===== src/rtl/edid_sig_pkg.sv =====
package edid_sig_pkg;
  typedef enum logic [1:0] {
    ST_IDLE = 2'd0,
    ST_SCAN = 2'd1,
    ST_HOLD = 2'd2
  } scan_st_e;
endpackage


===== src/rtl/edid_hdr_capture.sv =====
// Captures the extension header fields and flags header-level rejections.
module edid_hdr_capture #(
  parameter int IDX_W    = 7,
  parameter int EXT_CODE = 8'h02,
  parameter int TAG_IDX  = 0,
  parameter int OFF_IDX  = 2,
  parameter int AUD_IDX  = 3,
  parameter int AUD_BIT  = 6,
  parameter int MIN_OFF  = 4
) (
  input  logic             clk,
  input  logic             rst_n,
  input  logic             clr_i,
  input  logic             take_i,
  input  logic [IDX_W-1:0] idx_i,
  input  logic [7:0]       byte_i,
  output logic [7:0]       end_off_o,
  output logic             audio_o,
  output logic             tag_bad_o,
  output logic             off_bad_o
);
  logic [7:0] end_off_q, end_off_d;
  logic       audio_q, audio_d;
  logic       at_tag, at_off, at_aud;

  assign at_tag = take_i && (idx_i == IDX_W'(TAG_IDX));
  assign at_off = take_i && (idx_i == IDX_W'(OFF_IDX));
  assign at_aud = take_i && (idx_i == IDX_W'(AUD_IDX));

  always_comb begin
    end_off_d = end_off_q;
    audio_d   = audio_q;
    if (clr_i) begin
      end_off_d = '0;
      audio_d   = 1'b0;
    end else begin
      if (at_off) end_off_d = byte_i;
      if (at_aud) audio_d   = byte_i[AUD_BIT];
    end
  end

  always_ff @(posedge clk or negedge rst_n) begin
    if (!rst_n) begin
      end_off_q <= '0;
      audio_q   <= 1'b0;
    end else begin
      end_off_q <= end_off_d;
      audio_q   <= audio_d;
    end
  end

  assign tag_bad_o = at_tag && (byte_i != 8'(EXT_CODE));
  assign off_bad_o = at_off && (byte_i <= 8'(MIN_OFF));
  assign end_off_o = end_off_q;
  assign audio_o   = audio_q;

  AST_OFF_HELD: assert property (@(posedge clk) disable iff (!rst_n)
    (!clr_i && !at_off) |=> $stable(end_off_q)) else $error("end offset moved");
endmodule


===== src/rtl/edid_oui_match.sv =====
// Compares one payload byte with the expected registration-identifier byte.
module edid_oui_match #(
  parameter int                    OUI_LEN = 3,
  parameter logic [8*OUI_LEN-1:0]  OUI_SEQ = 24'h030C00,
  parameter int                    CNT_W   = 2
) (
  input  logic [CNT_W-1:0] cnt_i,
  input  logic [7:0]       byte_i,
  output logic             eq_o
);
  localparam int SLOTS = 1 << CNT_W;
  logic [7:0] seq [SLOTS];

  for (genvar g = 0; g < SLOTS; g++) begin : g_seq
    if (g < OUI_LEN) begin : g_used
      assign seq[g] = OUI_SEQ[8*(OUI_LEN-g)-1 -: 8];
    end else begin : g_pad
      assign seq[g] = 8'h00;
    end
  end

  assign eq_o = (int'(cnt_i) < OUI_LEN) && (byte_i == seq[cnt_i]);
endmodule


===== src/rtl/edid_blk_walker.sv =====
// Follows the tag/length header chain and tracks the candidate payload.
module edid_blk_walker #(
  parameter int                   IDX_W      = 7,
  parameter int                   DATA_START = 4,
  parameter int                   MATCH_TAG  = 3,
  parameter int                   MIN_LEN    = 5,
  parameter int                   OUI_LEN    = 3,
  parameter logic [8*OUI_LEN-1:0] OUI_SEQ    = 24'h030C00
) (
  input  logic             clk,
  input  logic             rst_n,
  input  logic             clr_i,
  input  logic             take_i,
  input  logic [IDX_W-1:0] idx_i,
  input  logic [7:0]       byte_i,
  input  logic [7:0]       end_off_i,
  output logic             walk_end_o,
  output logic             overrun_o,
  output logic             hit_o
);
  localparam int POS_W = ((IDX_W + 2) > 9) ? (IDX_W + 2) : 9;
  localparam int CNT_W = $clog2(OUI_LEN + 1);

  logic [POS_W-1:0] pos_q, pos_d;
  logic             cand_q, cand_d;
  logic [CNT_W-1:0] cnt_q, cnt_d;

  logic [POS_W-1:0] idx_ext, end_ext, nxt;
  logic [4:0]       len;
  logic [2:0]       tag;
  logic             at_hdr, walk_end, overrun, is_cand, in_pay, oui_eq, last_pay;

  assign idx_ext  = POS_W'(idx_i);
  assign end_ext  = POS_W'(end_off_i);
  assign len      = byte_i[4:0];
  assign tag      = byte_i[7:5];
  assign nxt      = idx_ext + POS_W'(len) + POS_W'(1);
  assign at_hdr   = take_i && (idx_ext == pos_q);
  assign walk_end = at_hdr && (pos_q >= end_ext);
  assign overrun  = at_hdr && !walk_end && (nxt > end_ext);
  assign is_cand  = (tag == 3'(MATCH_TAG)) && (len >= 5'(MIN_LEN));
  assign in_pay   = take_i && cand_q && !at_hdr;
  assign last_pay = (cnt_q == CNT_W'(OUI_LEN - 1));

  edid_oui_match #(
    .OUI_LEN (OUI_LEN),
    .OUI_SEQ (OUI_SEQ),
    .CNT_W   (CNT_W)
  ) u_oui (
    .cnt_i  (cnt_q),
    .byte_i (byte_i),
    .eq_o   (oui_eq)
  );

  always_comb begin
    pos_d  = pos_q;
    cand_d = cand_q;
    cnt_d  = cnt_q;
    if (clr_i) begin
      pos_d  = POS_W'(DATA_START);
      cand_d = 1'b0;
      cnt_d  = '0;
    end else if (at_hdr && !walk_end && !overrun) begin
      pos_d  = nxt;
      cand_d = is_cand;
      cnt_d  = '0;
    end else if (in_pay) begin
      cnt_d = cnt_q + CNT_W'(1);
      if (!oui_eq || last_pay) cand_d = 1'b0;
    end
  end

  always_ff @(posedge clk or negedge rst_n) begin
    if (!rst_n) begin
      pos_q  <= POS_W'(DATA_START);
      cand_q <= 1'b0;
      cnt_q  <= '0;
    end else begin
      pos_q  <= pos_d;
      cand_q <= cand_d;
      cnt_q  <= cnt_d;
    end
  end

  assign walk_end_o = walk_end;
  assign overrun_o  = overrun;
  assign hit_o      = in_pay && oui_eq && last_pay;

  AST_POS_ADVANCES: assert property (@(posedge clk) disable iff (!rst_n)
    (!clr_i && at_hdr && !walk_end && !overrun) |=> (pos_q > $past(pos_q))) else $error("header position did not advance");
  AST_CNT_RANGE: assert property (@(posedge clk) disable iff (!rst_n)
    cand_q |-> (int'(cnt_q) < OUI_LEN)) else $error("payload counter out of range");
endmodule


===== src/rtl/edid_hdmi_sig_detect.sv =====
module edid_hdmi_sig_detect
  import edid_sig_pkg::*;
#(
  parameter int                   BLOCK_BYTES = 128,
  parameter int                   DATA_START  = 4,
  parameter int                   MATCH_TAG   = 3,
  parameter int                   MIN_LEN     = 5,
  parameter int                   OUI_LEN     = 3,
  parameter logic [8*OUI_LEN-1:0] OUI_SEQ     = 24'h030C00
) (
  input  logic       clk,
  input  logic       rst_n,
  input  logic       start_i,
  input  logic       byte_valid_i,
  input  logic [7:0] byte_i,
  output logic       done_o,
  output logic       hdmi_found_o,
  output logic       audio_ok_o
);
  localparam int IDX_W    = $clog2(BLOCK_BYTES);
  localparam int LAST_IDX = BLOCK_BYTES - 1;

  logic [1:0] rst_sync_q;
  logic       rst_int_n;

  always_ff @(posedge clk or negedge rst_n) begin
    if (!rst_n) rst_sync_q <= 2'b00;
    else        rst_sync_q <= {rst_sync_q[0], 1'b1};
  end
  assign rst_int_n = rst_sync_q[1];

  scan_st_e         state_q, state_d;
  logic [IDX_W-1:0] idx_q, idx_d;
  logic             found_q, found_d, aud_q, aud_d, done_q, done_d;

  logic       accept, walk_take;
  logic [7:0] end_off;
  logic       audio_bit, tag_bad, off_bad, walk_end, overrun, hit;
  logic       at_last, no_sig, decide;

  assign accept    = byte_valid_i && (state_q == ST_SCAN) && !start_i;
  assign walk_take = accept && (idx_q >= IDX_W'(DATA_START));
  assign at_last   = accept && (idx_q == IDX_W'(LAST_IDX));

  edid_hdr_capture #(
    .IDX_W (IDX_W)
  ) u_hdr (
    .clk       (clk),
    .rst_n     (rst_int_n),
    .clr_i     (start_i),
    .take_i    (accept),
    .idx_i     (idx_q),
    .byte_i    (byte_i),
    .end_off_o (end_off),
    .audio_o   (audio_bit),
    .tag_bad_o (tag_bad),
    .off_bad_o (off_bad)
  );

  edid_blk_walker #(
    .IDX_W      (IDX_W),
    .DATA_START (DATA_START),
    .MATCH_TAG  (MATCH_TAG),
    .MIN_LEN    (MIN_LEN),
    .OUI_LEN    (OUI_LEN),
    .OUI_SEQ    (OUI_SEQ)
  ) u_walk (
    .clk        (clk),
    .rst_n      (rst_int_n),
    .clr_i      (start_i),
    .take_i     (walk_take),
    .idx_i      (idx_q),
    .byte_i     (byte_i),
    .end_off_i  (end_off),
    .walk_end_o (walk_end),
    .overrun_o  (overrun),
    .hit_o      (hit)
  );

  assign no_sig = tag_bad || off_bad || walk_end || overrun || (at_last && !hit);
  assign decide = hit || no_sig;

  always_comb begin
    state_d = state_q;
    idx_d   = idx_q;
    found_d = found_q;
    aud_d   = aud_q;
    done_d  = 1'b0;
    if (start_i) begin
      state_d = ST_SCAN;
      idx_d   = '0;
      found_d = 1'b0;
      aud_d   = 1'b0;
    end else if (state_q == ST_SCAN && accept) begin
      idx_d = idx_q + IDX_W'(1);
      if (decide) begin
        state_d = ST_HOLD;
        done_d  = 1'b1;
        found_d = hit;
        aud_d   = hit && audio_bit;
      end
    end
  end

  always_ff @(posedge clk or negedge rst_int_n) begin
    if (!rst_int_n) begin
      state_q <= ST_IDLE;
      idx_q   <= '0;
      found_q <= 1'b0;
      aud_q   <= 1'b0;
      done_q  <= 1'b0;
    end else begin
      state_q <= state_d;
      idx_q   <= idx_d;
      found_q <= found_d;
      aud_q   <= aud_d;
      done_q  <= done_d;
    end
  end

  assign done_o       = done_q;
  assign hdmi_found_o = found_q;
  assign audio_ok_o   = aud_q;

  AST_START_CLEARS: assert property (@(posedge clk) disable iff (!rst_int_n)
    start_i |=> (!done_o && !hdmi_found_o && !audio_ok_o)) else $error("start did not clear");
  AST_DONE_SINGLE: assert property (@(posedge clk) disable iff (!rst_int_n)
    done_o |=> !done_o) else $error("done longer than one cycle");
  AST_HOLD_STABLE: assert property (@(posedge clk) disable iff (!rst_int_n)
    (state_q == ST_HOLD && !start_i) |=> ($stable(hdmi_found_o) && $stable(audio_ok_o) && !done_o)) else $error("result changed in hold");
  AST_FOUND_WITH_DONE: assert property (@(posedge clk) disable iff (!rst_int_n)
    $rose(hdmi_found_o) |-> done_o) else $error("found rose without done");
  AST_AUDIO_NEEDS_FOUND: assert property (@(posedge clk) disable iff (!rst_int_n)
    audio_ok_o |-> hdmi_found_o) else $error("audio without found");
endmodule


===== config.mk =====
export PLATFORM = sky130hd
export DESIGN_NAME = edid_hdmi_sig_detect
export DESIGN_NICKNAME = d
export VERILOG_FILES = /design/src/rtl/edid_sig_pkg.sv /design/src/rtl/edid_hdr_capture.sv /design/src/rtl/edid_oui_match.sv /design/src/rtl/edid_blk_walker.sv /design/src/rtl/edid_hdmi_sig_detect.sv
export SDC_FILE = /design/constraint.sdc
export NUM_CORES = 1
export LEC_CHECK = 0
export BUFFER_PORTS_ARGS = -buffer_cell sky130_fd_sc_hd__buf_4
export CAP_MARGIN = 10
export CORE_ASPECT_RATIO = 0.7
export CORE_MARGIN = 2
export CORE_UTILIZATION = 54
export DETAILED_ROUTE_END_ITERATION = 16
export MAX_ROUTING_LAYER = met4
export PLACE_DENSITY = 0.77
export SYNTH_ARGS = -nofsm -noshare
export SYNTH_HDL_FRONTEND = slang
export SYNTH_SLANG_ARGS = --single-unit

===== constraint.sdc =====
create_clock -name clk -period 1.9 [get_ports clk]
set_input_delay 0.095 -clock clk [delete_from_list [all_inputs] [get_ports clk]]
set_output_delay 0.095 -clock clk [all_outputs]
set_load 0.1 [all_outputs]

# Word-level counts from Yosys, hierarchy flattened
# Cells that the tools add are included.
[totals]
reg_bits = 35
word_cells = 107
[classes]
n_eq_ne = 9
n_bitwise = 1
add_sub_neg = 4
mux = 30
n_reduce_logical = 45
magnitude_cmp = 7
[ops]
columns = ["cell", "n"]
rows = [
  ["$mux 8", 4],
  ["$logic_and 1x1->1", 23],
  ["$mux 9", 2],
  ["$bmux 8 s2", 1],
  ["$mux 1", 15],
  ["$eq 7x2->1 const B", 2],
  ["$mux 7", 2],
  ["$mux 2", 6],
  ["$reduce_bool 2->1", 5],
  ["$add 9x1->9 const B", 1],
  ["$eq 7x9->1", 1],
  ["$ge 9x8->1", 1],
  ["$gt 9x8->1", 1],
  ["$add 7x5->8", 1],
  ["$eq 8x8->1", 1],
  ["$le 8x3->1 const B", 1],
  ["$ne 8x2->1 const B", 1],
  ["$add 7x1->7 const B", 1],
  ["$eq 7x7->1 const B", 1],
  ["$ge 7x3->1 const B", 1],
  ["$logic_not 7->1", 1],
  ["$logic_not 1->1", 6],
  ["$logic_or 1x1->1", 6],
  ["$reduce_bool 3->1", 2],
  ["9 further kinds", 10],
]

# Logic depth before layout (Yosys ltp)
[logic_depth]
ltp_word = 16
depth_mapped = 16
depth_no_buf = 15

# By module
# From an unflattened synthesis, not the netlist that was laid out.
[hier_totals]
hier_cells = 285
hier_area_um2 = 2549.9
[by_module_without_submodules]
columns = ["module", "n_inst", "cells_each", "seq_area_each_um2", "area_each_um2"]
rows = [
  ["edid_blk_walker", 1, 157, 276.5, 1361.3],
  ["edid_hdmi_sig_detect", 1, 66, 350.3, 664.4],
  ["edid_hdr_capture", 1, 54, 225.2, 476.7],
  ["edid_oui_match", 1, 8, 0.0, 47.5],
]

# Least setup slack after synthesis
# No wires, ideal clock.
[synth_timing]
path_kind = "flip-flop to flip-flop"
start = "reg idx_q[0]"
end = "reg aud_q (netlist: audio_ok_o)"
stages_incl_launch_ff = 16
path_buffers = 0
t_required_ns = 1.778
t_arrival_ns = 3.414
setup_ns = 0.122
period_less_slack_ns = 3.536
slack_ns = -1.636
cell_sequence = "dfrtp_1 > ha_1 > fa_1 > a21o_1 > a21oi_1 > xnor2_1 > nand4b_1 > mux2_2 > o21ai_0 > ha_1 > nand4_1 > or2_2 > o211ai_1 > nor4_1 > a2111oi_4 > a32o_1"
[synth_via]
elab_chain_cells = 13
[synth_rtl]
columns = ["element", "line", "text"]
rows = [
  ["start, declared", "edid_hdmi_sig_detect.sv:33", "logic [IDX_W-1:0] idx_q, idx_d;"],
  ["start signal, assigned", "edid_hdmi_sig_detect.sv:114", "idx_q <= idx_d;"],
  ["parallel branches: the longest is 13 deep, another holds $add 9x1->9", "--", ""],
  ["end signal, assigned", "edid_hdmi_sig_detect.sv:116", "aud_q <= aud_d;"],
  ["end, declared", "edid_hdmi_sig_detect.sv:34", "logic found_q, found_d, aud_q, aud_d, done_q, done_d;"],
]
# Parallel ways; which one is timed is not known. The select of a mux whose other input is x is not followed.
# A chain may end at the register's enable or synchronous reset.

# Worst setup path after layout
[layout_timing]
start = "reg idx_q[1]"
end = "reg done_q (netlist: done_o)"
[layout_via]
elab_chain_cells = 14
[layout_rtl]
columns = ["element", "line", "text"]
rows = [
  ["parallel branches: the longest is 10 deep, another holds $add 9x1->9", "--", ""],
  ["$logic_or 1x1->1 (*)", "edid_hdmi_sig_detect.sv:81", "assign decide = hit || no_sig;"],
  ["$mux 1 (*)", "edid_hdmi_sig_detect.sv:96", "if (decide) begin"],
  ["$mux 1 (*)", "edid_hdmi_sig_detect.sv:94", "end else if (state_q == ST_SCAN && accept) begin"],
  ["$mux 1 (*)", "edid_hdmi_sig_detect.sv:89", "if (start_i) begin"],
  ["via done_d", "edid_hdmi_sig_detect.sv:34", ""],
  ["end signal, assigned", "edid_hdmi_sig_detect.sv:117", "done_q <= done_d;"],
  ["end, declared", "edid_hdmi_sig_detect.sv:34", ""],
]
# Mark *: on every way through the listed nets, which the timed path passes.

==> flow_summary.yaml <==
worst_setup_path:
  worstRegToRegCells: 16
  crit_type: "flip-flop to flip-flop"
  rr_startpoint: "idx_q[1]$_DFFE_PN0P_"
  r2r_slack_ps: -1760
  cp_max_fo: 5
  start_kind: "flip-flop"
  r2r-end: "done_o$_DFF_PN0_"
  critPathArrivalTime_ps: 3860
  critPathRequiredTime_ps: 2100
  critPathCaptureType: "flip-flop"
sta:
  max_freq_mhz: 273
  slew_violations: 0
  min_period_ps: 3660
  worst-slew-pin-transition_ps: 712
  fin_ws_ps: -1760
  slew_headroom: 0.522
  rsz0062_at_grt: "true"
  finalCritPeriodShare: 1.93
  finClkSkew_ps: 4.31
  final_hold_viol_count: 0
  setup-violations-final: 16
routing:
  dr_wl_met2_um: 3590
  wl_per_cell_um: 18.1
  drt_iter0_markers: 197
  drt_wl_total_um: 7640
  wl_met3_um: 507
  vias: 2506
  drt-met1-wl_um: 3230
  ant_nets: 0
  vias_per_cell: 5.94
  dr.pass1.iters: 5
  drcViolationCount: 0
  top_layer_used: "met4"
final_layout:
  drive_gt1_frac: 0.384
  fin_nets: 406
  antenna_cells: 0
  area_growth_pct: 37.1
  design_area_um2: 3560
yosys:
  ys_ff_latch: 35
  synth_cell_types: 56
  synth_top_area_cell: "dfrtp_1"
  yosysMostFrequentCell: "dfrtp_1"
  syn_inst: 276
  synthTopCellsByCount: "34 x dfrtp_1, 29 x ha_1, 22 x inv_1"
  ys_async_sr_fraction: 1.00
  syn-mean-instance-area_um2: 9.42
  seq_area_frac_synth: 0.338
  yosysTopAreaCellShare: 0.327
  syn_area_um2: 2600
  synth-main-ff-cell: "dfrtp_1"
  yosysWarnings: 0
  netlist_top_cells_area: "dfrtp_1 33%, ha_1 14%, xnor2_1 5.1%"
  synth-edff-count: 0
  synth_nets: 318
global_routing:
  grt_pass1_wl_um: 11700
  grt_pass1_vias: 2467
  grt_max_degree: 32
  grt.total_usage: 0.306
  grt_overflow: 0
  antenna_found_initial: 0
place:
  post_dp_cell_area_um2: 3260
  numPortBuffers: 14
  place_ws_ps: -1650
  dp_hpwl_um: 5370
  place_congestion: 0.979
floorplanning:
  dieArea_um2: 5390
  start_util: 0.553
  dieHeight_um: 62.0
  die-width_um: 86.9
  core_um2: 4700
  io_pins: 15
  rows: 21
clock_network:
  clkLatencyLatePin_ps: 300
  max-clock-path-buffers: 2
  cts.sinks: 35
  cts_buffers: 5
  clk_pin_slew_ps: 70
  ctsHtreeMaxLevel: 2
  ctsRootBufferMaster: "clkbuf_8"
  cts_tree: "done"
outcome:
  status: "complete, but fails checks"
  violations: "setup timing"
pwr:
  p_per_area_nw_per_um2: 671
  peakVddDrop_uv: 546
  p_leak_nw: 1.63
flow_run:
  drv_cap: 0
min_path:
  hold_class: "flip-flop to asynchronous set/reset pin"
-- cells in the final DEF (no fill, tap or decap), types with 2 or more instances in the layout --
cell and instances:
a2111oi_2 2, o21ai_1 6, mux2i_1 2, nor2b_1 9
o211ai_1 3, xnor2_1 13, inv_1 21, nand2b_1 2
nand4_1 8, dfrtp_1 34, nand3_4 2, ha_4 3
o21a_1 2, buf_4 87, nand3_1 7, a21oi_2 3
o31ai_1 8, a21oi_1 7, xor2_2 2, nor3b_1 3
nor3_1 6, or3_1 4, nand2_1 15, and3_1 2
nand3_2 3, o21ai_2 2, nor2_1 16, clkinvlp_4 2
ha_1 25, buf_6 3, nor4_1 2, mux2_2 4
clkbuf_8 5, xnor2_2 2, xor2_1 4, o21ai_0 9
-- layout make-up --
class | count | area, um^2
inverters | 22 | 82.6
repair buffers | 91 | 697
well taps | 57 | 71.3
flip-flops and latches | 35 | 877
fillers | 306 | 1140
clock inverters | 3 | 20.0
multi-input cells | 209 | 1750
clock buffers | 5 | 68.8
-- what timing repair did --
action / CTS / global route
endpoints found under the hold margin: 2 / 0
gates cloned: 1 / 0
gates resized for setup: 13 / 17
hold buffers: 1 / 0
pin swaps: 6 / 9
setup buffers: 3 / 3
endpoints found under the setup margin: 16 / 17
-- stage by stage --
stage	hold WS, ps	instances	TNS (ps)	util	power, mW
6_report	36.6	422	-27160	0.757	2.39
5_1_grt	52.0	422	-29250	0.757	2.50
4_1_cts	25.6	419	-24150	0.735	2.26
3_5_place_dp	-121	406	-25710	0.692	1.62
3_3_place_gp	-121	406	-24390	0.692	1.59
2_1_floorplan	-201	276	-22590	-	1.27
-- worst max path at each step --
stage | slack, ps | start | endpoint | cells after the start
finish | -1760 | idx_q[1]$_DFFE_PN0P_ | done_o$_DFF_PN0_ | 16
global route | -1890 | idx_q[0]$_DFFE_PN0P_ | done_o$_DFF_PN0_ | 17
CTS | -1620 | idx_q[0]$_DFFE_PN0P_ | audio_ok_o$_DFFE_PN0P_ | 16
detailed placement | -1650 | idx_q[0]$_DFFE_PN0P_ | u_walk.cnt_q[1]$_DFFE_PN0P_ | 16
global placement | -1590 | idx_q[0]$_DFFE_PN0P_ | audio_ok_o$_DFFE_PN0P_ | 16
floorplan | -1450 | idx_q[0]$_DFFE_PN0P_ | audio_ok_o$_DFFE_PN0P_ | 14
-- cells by family after synthesis --
logic type	Yosys count	synth area share
AOI/OAI and AO/OA	58	0.165
other	1	0.00144
muxes	7	0.0294
DFF	35	0.338
buffers and inverters	33	0.0578
xor gates and xnor gates	21	0.0708
and+or+nand+nor	91	0.191
adders and majority gates	30	0.147
-- metal layers --
metal | GRT usage | vias up
met3 | 0.0713 | 36
met2 | 0.508 | 96
met5 | - | -
met1 | 0.365 | 1216
met4 | 0.132 | 0
li1 | - | 1158
-- state kept, by name, summed over array words and instances, names as in the netlist --
register and count:
u_walk.cnt_q 2, idx_q 7, rst_sync_q 2, u_walk.pos_q 9
audio_ok_o 1, u_walk.cand_q 1, state_q 2, u_hdr.audio_o 1
done_o 1, hdmi_found_o 1, u_hdr.end_off_o 8
-- power by group --
group	switching (mW)	internal [mW]
Clock	0.298	0.255
Combinational	0.532	0.504
Sequential	0.0211	0.780
-- critical path, stage by stage, from the launching register on --
cell and delay, ps:
dfrtp_1 460, ha_1 340, a211o_1 150, nand2b_1 90
o311ai_0 410, buf_4 210, nand3_2 110, xor2_2 240
ha_4 250, a22oi_2 150, o211ai_1 130, o211ai_1 200
buf_4 150, nor4_4 50, a2111oi_4 410, buf_4 190
inv_2 30
Note: power is estimated with default switching activity, not from simulation.
